===== src/rtl/uart_swflow.sv =====
module uart_swflow #(
  parameter int DW     = 8,
  parameter int LW     = 5,
  parameter int HI_LVL = 12,
  parameter int LO_LVL = 4
) (
  input  logic          clk,
  input  logic          rst_n,
  input  logic          cfg_we,
  input  logic [2:0]    cfg_sel,
  input  logic [DW-1:0] cfg_wdata,
  input  logic          rx_valid,
  input  logic [DW-1:0] rx_byte,
  output logic          rxf_valid,
  output logic [DW-1:0] rxf_byte,
  output logic          spc_flag,
  input  logic [LW-1:0] rxf_level,
  input  logic          txq_valid,
  input  logic [DW-1:0] txq_byte,
  output logic          txq_pop,
  input  logic          ser_ready,
  output logic          ser_load,
  output logic [DW-1:0] ser_byte,
  output logic          tx_stopped,
  output logic [DW-1:0] enh_q
);
  typedef enum logic [1:0] {ARM_NONE, ARM_ON, ARM_OFF} arm_t;

  logic [DW-1:0] on1, on2, off1, off2;
  logic [3:0]    mode;
  logic          unlock, det_en;

  always_ff @(posedge clk) begin
    if (!rst_n) begin
      on1 <= '0; on2 <= '0; off1 <= '0; off2 <= '0;
      mode <= '0; unlock <= 1'b0; det_en <= 1'b0; enh_q <= '0;
    end else if (cfg_we) begin
      case (cfg_sel)
        3'd0: on1  <= cfg_wdata;
        3'd1: on2  <= cfg_wdata;
        3'd2: off1 <= cfg_wdata;
        3'd3: off2 <= cfg_wdata;
        3'd4: begin
          mode   <= cfg_wdata[3:0];
          unlock <= cfg_wdata[4];
          det_en <= cfg_wdata[5];
        end
        3'd5: if (unlock) enh_q <= cfg_wdata;
        default: ;
      endcase
    end
  end

  wire [1:0] tm = mode[3:2];
  wire [1:0] rm = (mode[1:0] == 2'b11 && tm == 2'b00) ? 2'b00 : mode[1:0];

  logic          rep_v;
  logic [DW-1:0] rep_b, held;
  arm_t          arm, arm_n;
  logic          stop;
  logic          pass, flush, ev_on, ev_off;

  wire          in_v = rx_valid | rep_v;
  wire [DW-1:0] in_b = rep_v ? rep_b : rx_byte;
  wire          det_hit = in_v && det_en && mode == 4'd0 && in_b == off2;

  always_comb begin
    pass = 1'b0; flush = 1'b0; ev_on = 1'b0; ev_off = 1'b0;
    arm_n = (rm == 2'b11) ? arm : ARM_NONE;
    if (in_v) begin
      case (rm)
        2'b10: begin
          if (in_b == off1)     ev_off = 1'b1;
          else if (in_b == on1) ev_on  = 1'b1;
          else                  pass   = 1'b1;
        end
        2'b01: begin
          if (in_b == off2)     ev_off = 1'b1;
          else if (in_b == on2) ev_on  = 1'b1;
          else                  pass   = 1'b1;
        end
        2'b11: begin
          case (arm)
            ARM_NONE: begin
              if (in_b == off1)     arm_n = ARM_OFF;
              else if (in_b == on1) arm_n = ARM_ON;
              else                  pass  = 1'b1;
            end
            ARM_ON: begin
              arm_n = ARM_NONE;
              if (in_b == on2) ev_on = 1'b1;
              else             flush = 1'b1;
            end
            default: begin
              arm_n = ARM_NONE;
              if (in_b == off2) ev_off = 1'b1;
              else              flush  = 1'b1;
            end
          endcase
        end
        default: pass = 1'b1;
      endcase
    end
  end

  always_ff @(posedge clk) begin
    if (!rst_n) begin
      rxf_valid <= 1'b0; rxf_byte <= '0; rep_v <= 1'b0; rep_b <= '0;
      held <= '0; arm <= ARM_NONE; stop <= 1'b0; spc_flag <= 1'b0;
    end else begin
      rxf_valid <= pass | flush;
      if (pass | flush) rxf_byte <= flush ? held : in_b;
      rep_v <= flush;
      rep_b <= in_b;
      arm   <= arm_n;
      if (arm == ARM_NONE && arm_n != ARM_NONE) held <= in_b;
      if (rm == 2'b00) stop <= 1'b0;
      else if (ev_off) stop <= 1'b1;
      else if (ev_on)  stop <= 1'b0;
      if (det_hit) spc_flag <= 1'b1;
      else if (cfg_we && cfg_sel == 3'd6 && cfg_wdata[0]) spc_flag <= 1'b0;
    end
  end

  assign tx_stopped = stop & (rm != 2'b00);

  logic [1:0]    ins_cnt;
  logic [DW-1:0] seq0, seq1;
  logic          sent_off;
  wire           two = (tm == 2'b11);

  always_ff @(posedge clk) begin
    if (!rst_n || tm == 2'b00) begin
      ins_cnt <= '0; sent_off <= 1'b0; seq0 <= '0; seq1 <= '0;
    end else if (ins_cnt != 2'd0) begin
      if (ser_ready) ins_cnt <= ins_cnt - 2'd1;
    end else if (!sent_off && rxf_level >= LW'(HI_LVL)) begin
      ins_cnt  <= two ? 2'd2 : 2'd1;
      seq0     <= off1;
      seq1     <= (two || tm == 2'b01) ? off2 : off1;
      sent_off <= 1'b1;
    end else if (sent_off && rxf_level <= LW'(LO_LVL)) begin
      ins_cnt  <= two ? 2'd2 : 2'd1;
      seq0     <= on1;
      seq1     <= (two || tm == 2'b01) ? on2 : on1;
      sent_off <= 1'b0;
    end
  end

  wire ins_busy = (ins_cnt != 2'd0);
  assign txq_pop  = ser_ready & ~ins_busy & ~tx_stopped & txq_valid;
  assign ser_load = ser_ready & (ins_busy | (~tx_stopped & txq_valid));
  assign ser_byte = ins_busy ? ((ins_cnt == 2'd2) ? seq0 : seq1) : txq_byte;
endmodule



===== config.mk =====
export PLATFORM = sky130hd
export DESIGN_NAME = uart_swflow
export DESIGN_NICKNAME = d
export VERILOG_FILES = /design/src/rtl/uart_swflow.sv
export SDC_FILE = /design/constraint.sdc
export NUM_CORES = 1
export LEC_CHECK = 0
export ABC_AREA = 1
export BUFFER_PORTS_ARGS = -buffer_cell sky130_fd_sc_hd__buf_2
export CAP_MARGIN = 20
export CORE_ASPECT_RATIO = 1.5
export CORE_MARGIN = 3
export CORE_UTILIZATION = 30
export DETAILED_ROUTE_END_ITERATION = 16
export PLACE_DENSITY_LB_ADDON = 0.3
export SYNTH_ARGS = -nofsm -noshare
export SYNTH_HDL_FRONTEND = slang
export SYNTH_SLANG_ARGS = --single-unit
export TNS_END_PERCENT = 50

===== constraint.sdc =====
create_clock -name clk -period 2.1 [get_ports clk]
set_input_delay 0.42 -clock clk [delete_from_list [all_inputs] [get_ports clk]]
set_output_delay 0.42 -clock clk [all_outputs]
set_load 0.01 [all_outputs]

==> qor.yml, run 1 <==
setup_path:
  crit_type: "reg -> reg"
  cp_max_fo: 6
  worstSetupStartpoint: "rep_v"
  reg2reg_from: "rep_v"
  cp-end-kind: "flop"
  rrSetupSlack_ps: 90
  crit_arrival_ps: 2260
  required_ps: 2350
  cp-start-kind: "flop"
logic_synthesis:
  syn-num-nets: 835
  synth_edf_count: 0
  synthesis.instances: 797
  synth_area_per_cell_sq_um: 6.41
  yosysSeqAreaShare_pct: 37.2
  async_flop_share_pct: 0
  ys_ff_latch: 95
  synthesis.area_sq_um: 5110
  yosysWarnings: 0
  synthDistinctLibCells: 28
  synth_ff_type: "dfxtp_1"
cells_and_area:
  drive_gt1_share_pct: 21.0
  nets: 925
  stdcell_count: 1098
  postLayoutCellArea_sq_um: 6400
  diodes: 0
  area_delta_synth_final_pct: 25.3
  fillers: 1766
power:
  p_int_mw: 3.09
  swShare_pct: 26.5
  power_density_nw_per_um2: 658
  p_clk_share_pct: 41.8
  leakage_nw: 2.90
  comb_power_share_pct: 13.2
  pwr-share-seq_pct: 45.0
  switchingPower_mw: 1.12
  ir_drop_mv: 0.359
hold_path:
  hold_start: "ser_ready"
  hold_class: "in -> reg"
grt:
  grt_pass1_vias: 4800
  grt_max_degree: 35
  grt_use_total_pct: 15.9
  grt-ovfl-total: 0
  grt_pass1_wl_um: 23900
  antenna_found_initial: 0
die:
  die-area_sq_um: 18700
  ioPinCount: 67
  rows: 57
  start_util_pct: 31.0
  die_x_um: 113
  core_sq_um: 16500
  die_h_um: 166
run_status:
  status: "complete, no violations"
sta:
  fin_tns_setup_ps: 0
  finClkSkew_ps: 9.77
  worst_pin_slew_ps: 588
  drv_slew: 0
  fin_crit_ps: 2010
  rsz0062_at_grt: "true"
  setup_viol: 0
  worst_slack_ps: 94.1
  fmax_ghz: 0.499
  hold_viol: 0
  min_period_over_period_pct: 95.5
  relSlewSlack_pct: 60.7
detailed_routing:
  first_iter_violations: 300
  vias: 5208
  wl_um: 15300
  via_per_inst: 4.74
  drc: 0
  dr.pass1.iters: 5
  wl_per_cell_um: 14.0
  ant_nets: 0
clocking:
  clk-insertion-delay-late_ps: 350
  cts_buffers: 9
  root_buffer: "clkbuf_16"
  clkSlewWorstSetupHoldPaths_ps: 70
  cts_tree: "built"
  cts.sinks: 95
  ctsHoldBuffers: 0
  ctsHtreeMaxLevel: 3
  cts_buffer_depth: 2
placed_design:
  dp_hpwl_um: 11600
  port-buffer-count: 66
  placedCellCount: 1068
  gp_congestion: 0.899
  placed_area_sq_um: 5820
  dp_slack_ps: -92.7
flow_run:
  maxCapViolations: 0
==> state kept, by name, summed over array words and instances, names as in the netlist, 2 cells and up <==
signal,flops
seq0,8
seq1,8
held,8
on1,8
ins_cnt,2
mode,4
off2,8
off1,8
enh_q,8
on2,8
arm,2
rep_b,8
rxf_byte,8
==> through the flow <==
step	hold slack (ps)	utilization, %	total power, mW
2_1_floorplan	440	-	2.26
3_5_place_dp	468	35.4	2.46
3_3_place_gp	461	35.4	2.47
5_1_grt	440	38.8	4.38
4_1_cts	382	37.4	4.22
6_report	385	38.8	4.21
==> cell usage after synthesis, types with 5 or more instances <==
master,instances,area [sq um]
nand2_1,227,852
nor2_1,97,364
dfxtp_1,95,1900
inv_1,86,323
nand3_1,78,390
o21ai_0,67,335
a21oi_1,53,265
clkbuf_1,24,90.1
a311oi_1,16,140
nand2_2,12,75.1
nand2_4,11,124
nor2_2,7,43.8
buf_6,5,56.3
==> power by group through the flow <==
stage | registers, mW | clock network (mW) | logic, mW
after detailed placement | 1.94 | 0 | 0.527
after global placement | 1.94 | 0 | 0.528
final | 1.90 | 1.76 | 0.557
after CTS | 1.90 | 1.79 | 0.531
after floorplan | 1.93 | 0 | 0.330
after global routing | 1.90 | 1.85 | 0.628
==> area by class of cell <==
cell class | count | area [sq um] | area share (%)
clock buffers | 9 | 225 | 3.52
inverters | 88 | 335 | 5.24
well taps | 206 | 258 | 4.03
repair buffers | 108 | 749 | 11.7
multi-input cells | 585 | 2840 | 44.4
flip-flops and latches | 95 | 1910 | 29.8
clock inverters | 7 | 87.6 | 1.37
==> what timing repair did <==
item                                    4_1_cts  5_1_grt
pin swaps                                     1        6
endpoints found under the setup margin       19       19
buffers inserted                              0       11
resized for setup                             4       32
gates cloned                                  0        3
==> cell families (layout without fill, tap and decap cells) <==
logic type | count (synthesis) | count (layout) | share of synthesized area (%)
flops | 95 | 95 | 37.2
buf+inv | 119 | 212 | 9.58
compound gates | 143 | 143 | 15.5
simple gates | 440 | 442 | 37.7
==> worst max-delay path, stage by stage, from the launching register on <==
cell	delay, ps
dfxtp_4	390
buf_8	140
nand2_2	70
buf_4	150
nand3_1	80
nand2_1	60
nand2_1	110
nor2_4	50
nand2_1	110
nand3_1	170
nand3_4	150
nand2_4	90
buf_4	170
a21oi_2	140
nor2_2	40
==> metal layers <==
metal / wire length [um] / global-route usage (%) / vias up
li1: - / - / 2742
met1: 6370 / 18.6 / 2295
met2: 7730 / 27.9 / 141
met3: 619 / 2.33 / 30
met4: 623 / 7.79 / 0
met5: 0 / 0 / -
==> placed cells by master (no fill, tap or decap), types with 7 or more instances in the layout <==
cell type  count
clkbuf_16     10
buf_4         33
dfxtp_1       94
a311oi_1      16
nor2_1        94
nor2_2         9
nand2_1      215
inv_1         86
buf_2         66
a21oi_2        7
nand3_1       76
nand2_2       23
nand2_4       13
o21ai_0       67
a21oi_1       48
==> path summary, 6_finish.rpt <==
| kind | to | cells past startpoint |
|---|---|---|
| min reg2reg | ins_cnt[1] | 2 |
| max | rxf_byte[6] | 14 |
| max reg2reg | rxf_byte[6] | 14 |
| min | ins_cnt[0] | 4 |
Note: power is estimated with default switching activity, not from simulation.
==> inputs of run 2 (changes only) <==
ABC_AREA = default   (was 1)
GPL_TIMING_DRIVEN = 0   (was default)
==> run 2 against run 1 <==
Net effect: the run now ends with negative setup slack left; sequential power hardly changed; global-route usage is 0.057 points higher; synthesized cell count is 35% lower; sequential share of layout area is 1.7 points higher; register-to-register slack worse by 560 ps; largest cell class unchanged; highest routed layer unchanged.
==> qor.yml, run 2 <==
power:
  leakage_nw: 2.29  # was 2.90 nW
  power_density_nw_per_um2: 662  # was 658 nW/um^2
  ir_drop_mv: 0.504  # was 0.359 mV
run_status:
  status: "finished, violations left"  # was complete, no violations
  violations: "negative setup slack"
cells_and_area:
  regArea_sq_um: 1910  # unchanged
  final_util_pct: 40.0  # was 38.8%
  diodes: 0  # unchanged
  multi_input_area_sq_um: 2790  # was 2840 sq um
  mostFrequentLayoutCell: "dfxtp_1"  # was nand2_1
  mostFrequentLayoutCells: "dfxtp_1 (92), nand2_1 (89), buf_2 (66)"  # was nand2_1 (215), nor2_1 (94), dfxtp_1 (94)
  fillers: 1550  # was 1766
  nets: 659  # was 925
  stdcell_count: 825  # was 1098
  postLayoutCellArea_sq_um: 6050  # was 6400 sq um
  area_delta_synth_final_pct: 30.2  # was 25.3%
  drive_gt1_share_pct: 28.0  # was 21.0%
logic_synthesis:
  synth_ff_type: "dfxtp_1"  # unchanged
  syn-num-nets: 557  # was 835
  synth_edf_count: 0  # unchanged
  netlist_top_cells_count: "dfxtp_1 (95), nand2_1 (90), mux2i_1 (62), nor2_1 (61), a21oi_1 (39)"  # was nand2_1 (227), nor2_1 (97), dfxtp_1 (95), inv_1 (86), nand3_1 (78)
  async_flop_share_pct: 0  # unchanged
  ys_ff_latch: 95  # unchanged
  synthesis.instances: 519  # was 797
  synthMostInstantiatedCell: "dfxtp_1"  # was nand2_1
  yosysTopAreaCellShare_pct: 40.9  # was 37.2%
  yosysWarnings: 0  # unchanged
  synth_area_per_cell_sq_um: 8.95  # was 6.41 sq um
  synth_top_cell_by_area: "dfxtp_1"  # unchanged
  synthesis.area_sq_um: 4650  # was 5110 sq um
  synth.area.top_cells: "dfxtp_1 (41%), mux2i_1 (13%), nand2_1 (7.3%)"  # was dfxtp_1 (37%), nand2_1 (17%), nand3_1 (7.6%)
  yosysSeqAreaShare_pct: 40.9  # was 37.2%
  synthDistinctLibCells: 48  # was 28
placed_design:
  gp_congestion: 0.852  # was 0.899
  placed_area_sq_um: 5260  # was 5820 sq um
  placedCellCount: 784  # was 1068
  dp_slack_ps: -550  # was -92.7 ps
  port-buffer-count: 65  # was 66
  dp_hpwl_um: 10100  # was 11600 um
grt:
  antenna_found_initial: 0  # unchanged
  grt_use_total_pct: 15.9  # about the same
  grt_pass1_vias: 3931  # was 4800
  grt_pass1_wl_um: 21100  # was 23900 um
  grt_max_degree: 16  # was 35
  grt-ovfl-total: 0  # unchanged
clocking:
  clk-insertion-delay-late_ps: 350  # about the same
  cts_buffer_depth: 2  # unchanged
  cts_buffers: 9  # unchanged
  ctsHtreeMaxLevel: 3  # unchanged
  ctsHoldBuffers: 0  # unchanged
  clkSlewWorstSetupHoldPaths_ps: 70  # about the same
  cts.sinks: 95  # unchanged
  root_buffer: "clkbuf_16"  # unchanged
  cts_tree: "built"  # unchanged
sta:
  hold_viol: 0  # unchanged
  min_period_over_period_pct: 122  # was 95.5%
  rsz0062_at_grt: "true"  # unchanged
  relSlewSlack_pct: 47.5  # was 60.7%
  finClkSkew_ps: 10.0  # was 9.77 ps
  drv_slew: 0  # unchanged
  setup_viol: 22  # was 0
  fin_crit_ps: 2570  # was 2010 ps
  worst_pin_slew_ps: 782  # was 588 ps
  fmax_ghz: 0.390  # was 0.499 GHz
  worst_slack_ps: -467  # was 94.1 ps
  holdWs_ps: 318  # was 385 ps
setup_path:
  cp_max_fo: 6  # unchanged
  path_buf_inv: 4  # was 3
  cp-start-kind: "flop"  # unchanged
  max_stage_delay_ps: 410  # was 390 ps
  required_ps: 2370  # was 2350 ps
  path_cells: "buf_12, buf_6, mux2i_4, buf_6, xnor2_2, nor4_2, nand2_2, a211oi_4, buf_6, nor2_2, a211oi_2"  # was buf_8, nand2_2, buf_4, nand3_1, nand2_1, nand2_1, nor2_4, nand2_1, nand3_1, nand3_4, nand2_4, buf_4, a21oi_2, nor2_2
  crit_path_top_delay_cell: "a211oi_4"  # was dfxtp_4
  cp-end-kind: "flop"  # unchanged
  crit_type: "reg -> reg"  # unchanged
  crit_family: "buffers and inverters"  # was simple AND/OR/NAND/NOR gates
  rrSetupSlack_ps: -470  # was 90 ps
  crit_path_frequent_cell: "buf_6"  # was nand2_1
  crit_arrival_ps: 2840  # was 2260 ps
flow_run:
  maxCapViolations: 0  # unchanged
die:
  die-area_sq_um: 17100  # was 18700 sq um
  die_h_um: 158  # was 166 um
  die_x_um: 108  # was 113 um
  ioPinCount: 67  # unchanged
  rows: 55  # was 57
  core_sq_um: 15100  # was 16500 sq um
  start_util_pct: 30.7  # was 31.0%
hold_path:
  hold_class: "in -> reg"  # unchanged
detailed_routing:
  ant_nets: 0  # unchanged
  dr.pass1.iters: 4  # was 5
  vias: 4039  # was 5208
  via_per_inst: 4.90  # was 4.74
  first_iter_violations: 166  # was 300
  drc: 0  # unchanged
  wl_um: 13500  # was 15300 um
  wl_per_cell_um: 16.3  # was 14.0 um
[run 2: cell types whose count changed after synthesis, sizes merged, moves of 18 or more]
| cell | change |
|---|---|
| inv | -84 |
| nand3 | -69 |
| mux2i | +70 |
| o21ai | -55 |
| nor2 | -43 |
| a211oi | +18 |
| nand2 | -160 |
| xnor2 | +32 |
[run 2: timing repair]
action,in CTS,in global routing
cloned,1,1
resized for setup,30,31
endpoints found under the hold margin,0,0
setup buffers,19,6
setup endpoints to repair,48,33
pin swaps,20,15
[run 2: worst reg2reg max path, delay by kind of cell, from the launching register on]
kind                      cells  cell delay [ps]
AOI/OAI and AO/OA             2              590
muxes                         1              330
xor gates and xnor gates      1               60
and+or+nand+nor               3              570
buffers and inverters         4              600
DFF                           1              340
[run 2: layout make-up]
cell class,instances,share of cell area [%]
flip-flops and latches,95,31.5
repair buffers,92,10.1
inverters,4,0.248
clock inverters,4,0.889
clock buffers,12,4.24
well taps,199,4.12
plain buffers,27,2.83
multi-input cells,392,46.0
[run 2: worst paths after layout]
check             cells after the start         from           to
setup / recovery                     11        rep_v      held[5]
hold / removal                        2    ser_ready   ins_cnt[0]
setup reg to reg                     11        rep_v      held[5]
hold reg to reg                       2  rxf_byte[1]  rxf_byte[1]
[run 2: routing by layer]
metal	track usage, %	part of all wire (%)
met2	28.4	52
met3	2.84	3.2
met1	18.7	42
met4	6.56	3.0
met5	0	0
[run 2: per-stage QoR]
stage	setup TNS, ps	power, mW
final	-7680	4.01
after global routing	-9490	4.16
after CTS	-6200	4.03
after detailed placement	-15610	2.32
after global placement	-14220	2.31
after floorplan	-1780	2.16
[run 2: report_power, final]
group	switching, mW	internal (mW)	leakage [nW]
logic	0.263	0.198	1.37
registers	0.0318	1.84	0.772
clock network	0.686	0.990	0.145
total	0.981	3.03	2.29
[run 2: logic make-up after synthesis]
| group | after synthesis | synth area share, % |
|---|---|---|
| AND/OR/NAND/NOR | 197 | 18.6 |
| flip-flops | 95 | 40.9 |
| multiplexers | 70 | 17.2 |
| XOR/XNOR | 32 | 6.03 |
| buffers and inverters | 33 | 4.25 |
| AO/OA/AOI/OAI | 92 | 12.9 |
==> inputs of run 3 (changes only) <==
ABC_AREA = 1   (was default)
PLACE_DENSITY = 0.52   (was default)
PLACE_DENSITY_LB_ADDON = default   (was 0.3)
==> run 3 against run 2 <==
Net effect: the run now ends clean; worst hold slack better by 72 ps; count of clock-buffer cells in the layout shrank 2; utilization is 0.73 points higher; worst setup slack better by 470 ps; non-clock buffer count grew 1; largest power group unchanged.
==> qor.yml, run 3 (synthesis gave the netlist of run 1 again) <==
run_status:
  status: "complete, no violations"  # was finished, violations left
placed_design:
  dp_hpwl_um: 13300  # was 10100 um
  placed_area_sq_um: 5700  # was 5260 sq um
  gp_congestion: 0.879  # was 0.852
  port-buffer-count: 66  # was 65
clocking:
  cts_buffers: 9  # unchanged
  clk-insertion-delay-late_ps: 340  # was 350 ps
  ctsHtreeMaxLevel: 3  # unchanged
  root_buffer: "clkbuf_16"  # unchanged
  ctsHoldBuffers: 0  # unchanged
  cts_tree: "built"  # unchanged
  cts.sinks: 95  # unchanged
  clkSlewWorstSetupHoldPaths_ps: 70  # about the same
  cts_buffer_depth: 2  # unchanged
sta:
  setup_viol: 0  # was 22
  hold_viol: 0  # unchanged
  fin_tns_setup_ps: 0  # was -7680 ps
  finClkSkew_ps: 6.01  # was 10.0 ps
  drv_slew: 0  # unchanged
  min_period_over_period_pct: 99.8  # was 122%
  fin_crit_ps: 2100  # was 2570 ps
  rsz0062_at_grt: "true"  # unchanged
  relSlewSlack_pct: 53.3  # was 47.5%
  worst_pin_slew_ps: 700  # was 782 ps
  fmax_ghz: 0.477  # was 0.390 GHz
die:
  start_util_pct: 31.0  # was 30.7%
  die-area_sq_um: 18700  # was 17100 sq um
  ioPinCount: 67  # unchanged
  core_sq_um: 16500  # was 15100 sq um
  rows: 57  # was 55
  die_x_um: 113  # was 108 um
  die_h_um: 166  # was 158 um
cells_and_area:
  nets: 936  # was 659
  area_delta_synth_final_pct: 31.3  # was 30.2%
  postLayoutCellArea_sq_um: 6700  # was 6050 sq um
  drive_gt1_share_pct: 24.6  # was 28.0%
  diodes: 0  # unchanged
  mostFrequentLayoutCells: "nand2_1 (196), dfxtp_1 (92), nor2_1 (91)"  # was dfxtp_1 (92), nand2_1 (89), buf_2 (66)
  mostFrequentLayoutCell: "nand2_1"  # was dfxtp_1
grt:
  grt_pass1_wl_um: 26500  # was 21100 um
  grt-ovfl-total: 0  # unchanged
  grt_max_degree: 16  # unchanged
  met2_usage_pct: 33.8  # was 28.4%
  busiest_layer: "met2"  # unchanged
  antenna_found_initial: 0  # unchanged
  met1_usage_pct: 20.0  # was 18.7%
  grt_pass1_vias: 5009  # was 3931
  use_met3_pct: 2.99  # was 2.84%
  grt_use_total_pct: 18.2  # was 15.9%
flow_run:
  maxCapViolations: 0  # unchanged
setup_path:
  cp_max_fo: 8  # was 6
  cp-start-kind: "flop"  # unchanged
  required_ps: 2340  # was 2370 ps
  cp-end-kind: "flop"  # unchanged
  crit_arrival_ps: 2340  # was 2840 ps
  crit_type: "reg -> reg"  # unchanged
detailed_routing:
  drc: 0  # unchanged
  dr.pass1.iters: 7  # was 4
  wl_um: 17800  # was 13500 um
  vias: 5347  # was 4039
  first_iter_violations: 207  # was 166
  ant_nets: 0  # unchanged
  via_per_inst: 4.83  # was 4.90
  wl_per_cell_um: 16.0  # was 16.3 um
hold_path:
  hold_class: "in -> reg"  # unchanged
power:
  leakage_nw: 2.93  # was 2.29 nW
  ir_drop_mv: 0.334  # was 0.504 mV
  power_density_nw_per_um2: 643  # was 662 nW/um^2
## run 3: changes by cell type in the layout (fill, tap and decap cells not counted), sizes merged, moves of 18 or more
cell,previous run,this run
nand2,91,252
nor2,61,104
inv,4,89
mux2i,70,0
xnor2,32,0
nand3,11,80
a211oi,19,1
o21ai,13,68
## run 3: final timing paths
kind                                   end  cells past startpoint  startpoint  slack (ps)
worst max-delay path               held[5]                     16       rep_v           3
worst min-delay path            ins_cnt[0]                      4   ser_ready         390
worst max register to register     held[5]                     16       rep_v           3
worst min register to register  ins_cnt[1]                      2  ins_cnt[1]         460
## run 3: cell type report
type / instances / area (sq um)
plain buffers: 30 / 198
clock buffers: 10 / 239
clock inverters: 5 / 81.3
fillers: 1753 / 9770
inverters: 88 / 343
multi-input cells: 584 / 3080
flip-flops and latches: 95 / 1910
well taps: 206 / 258
repair buffers: 90 / 592
## run 3: per-layer routing
metal / vias up / share of wire [%] / routed length [um]
met5: - / 0 / 0
met4: 0 / 4.5 / 796
met3: 36 / 4.4 / 789
met2: 145 / 53 / 9390
met1: 2401 / 38 / 6800
li1: 2765 / - / -
## run 3: metrics by stage
stage                     power (mW)  setup WS (ps)  util [%]  std cells  hold WS, ps
after floorplan                 2.26            318         -        797          440
after global placement          2.47           -302      34.6       1069          451
after global routing            4.50          -80.7      40.7       1108          419
final                           4.31           3.27      40.7       1108          390
after detailed placement        2.47           -348      34.6       1069          451
after CTS                       4.28          -40.0      37.0       1084          381
## run 3: worst max-delay path, cell delays in order, from the launching register on
cell and delay [ps]:
dfxtp_4 410, inv_8 100, clkbuf_16 170, nand2_8 70
nand2_4 80, nand2_1 50, nand2_1 70, nand2_2 70
nor2_4 160, nand3_2 110, nand2_1 90, inv_1 50
nand2_2 110, nand2_8 90, clkbuf_16 170, a21oi_2 120
nor2_1 60
## run 3: report_power, final
group	leakage (nW)	switching (mW)	internal [mW]
Clock	0.155	0.730	1.07
Combinational	2.00	0.393	0.215
Sequential	0.775	0.0405	1.86
Total	2.93	1.16	3.14
## run 3: timing repair
item | 4_1_cts | 5_1_grt
buffers inserted | 1 | 19
resized for setup | 24 | 96
cloned | 0 | 5
pin swaps | 3 | 42
setup endpoints to repair | 29 | 46
hold endpoints to repair | 0 | 0
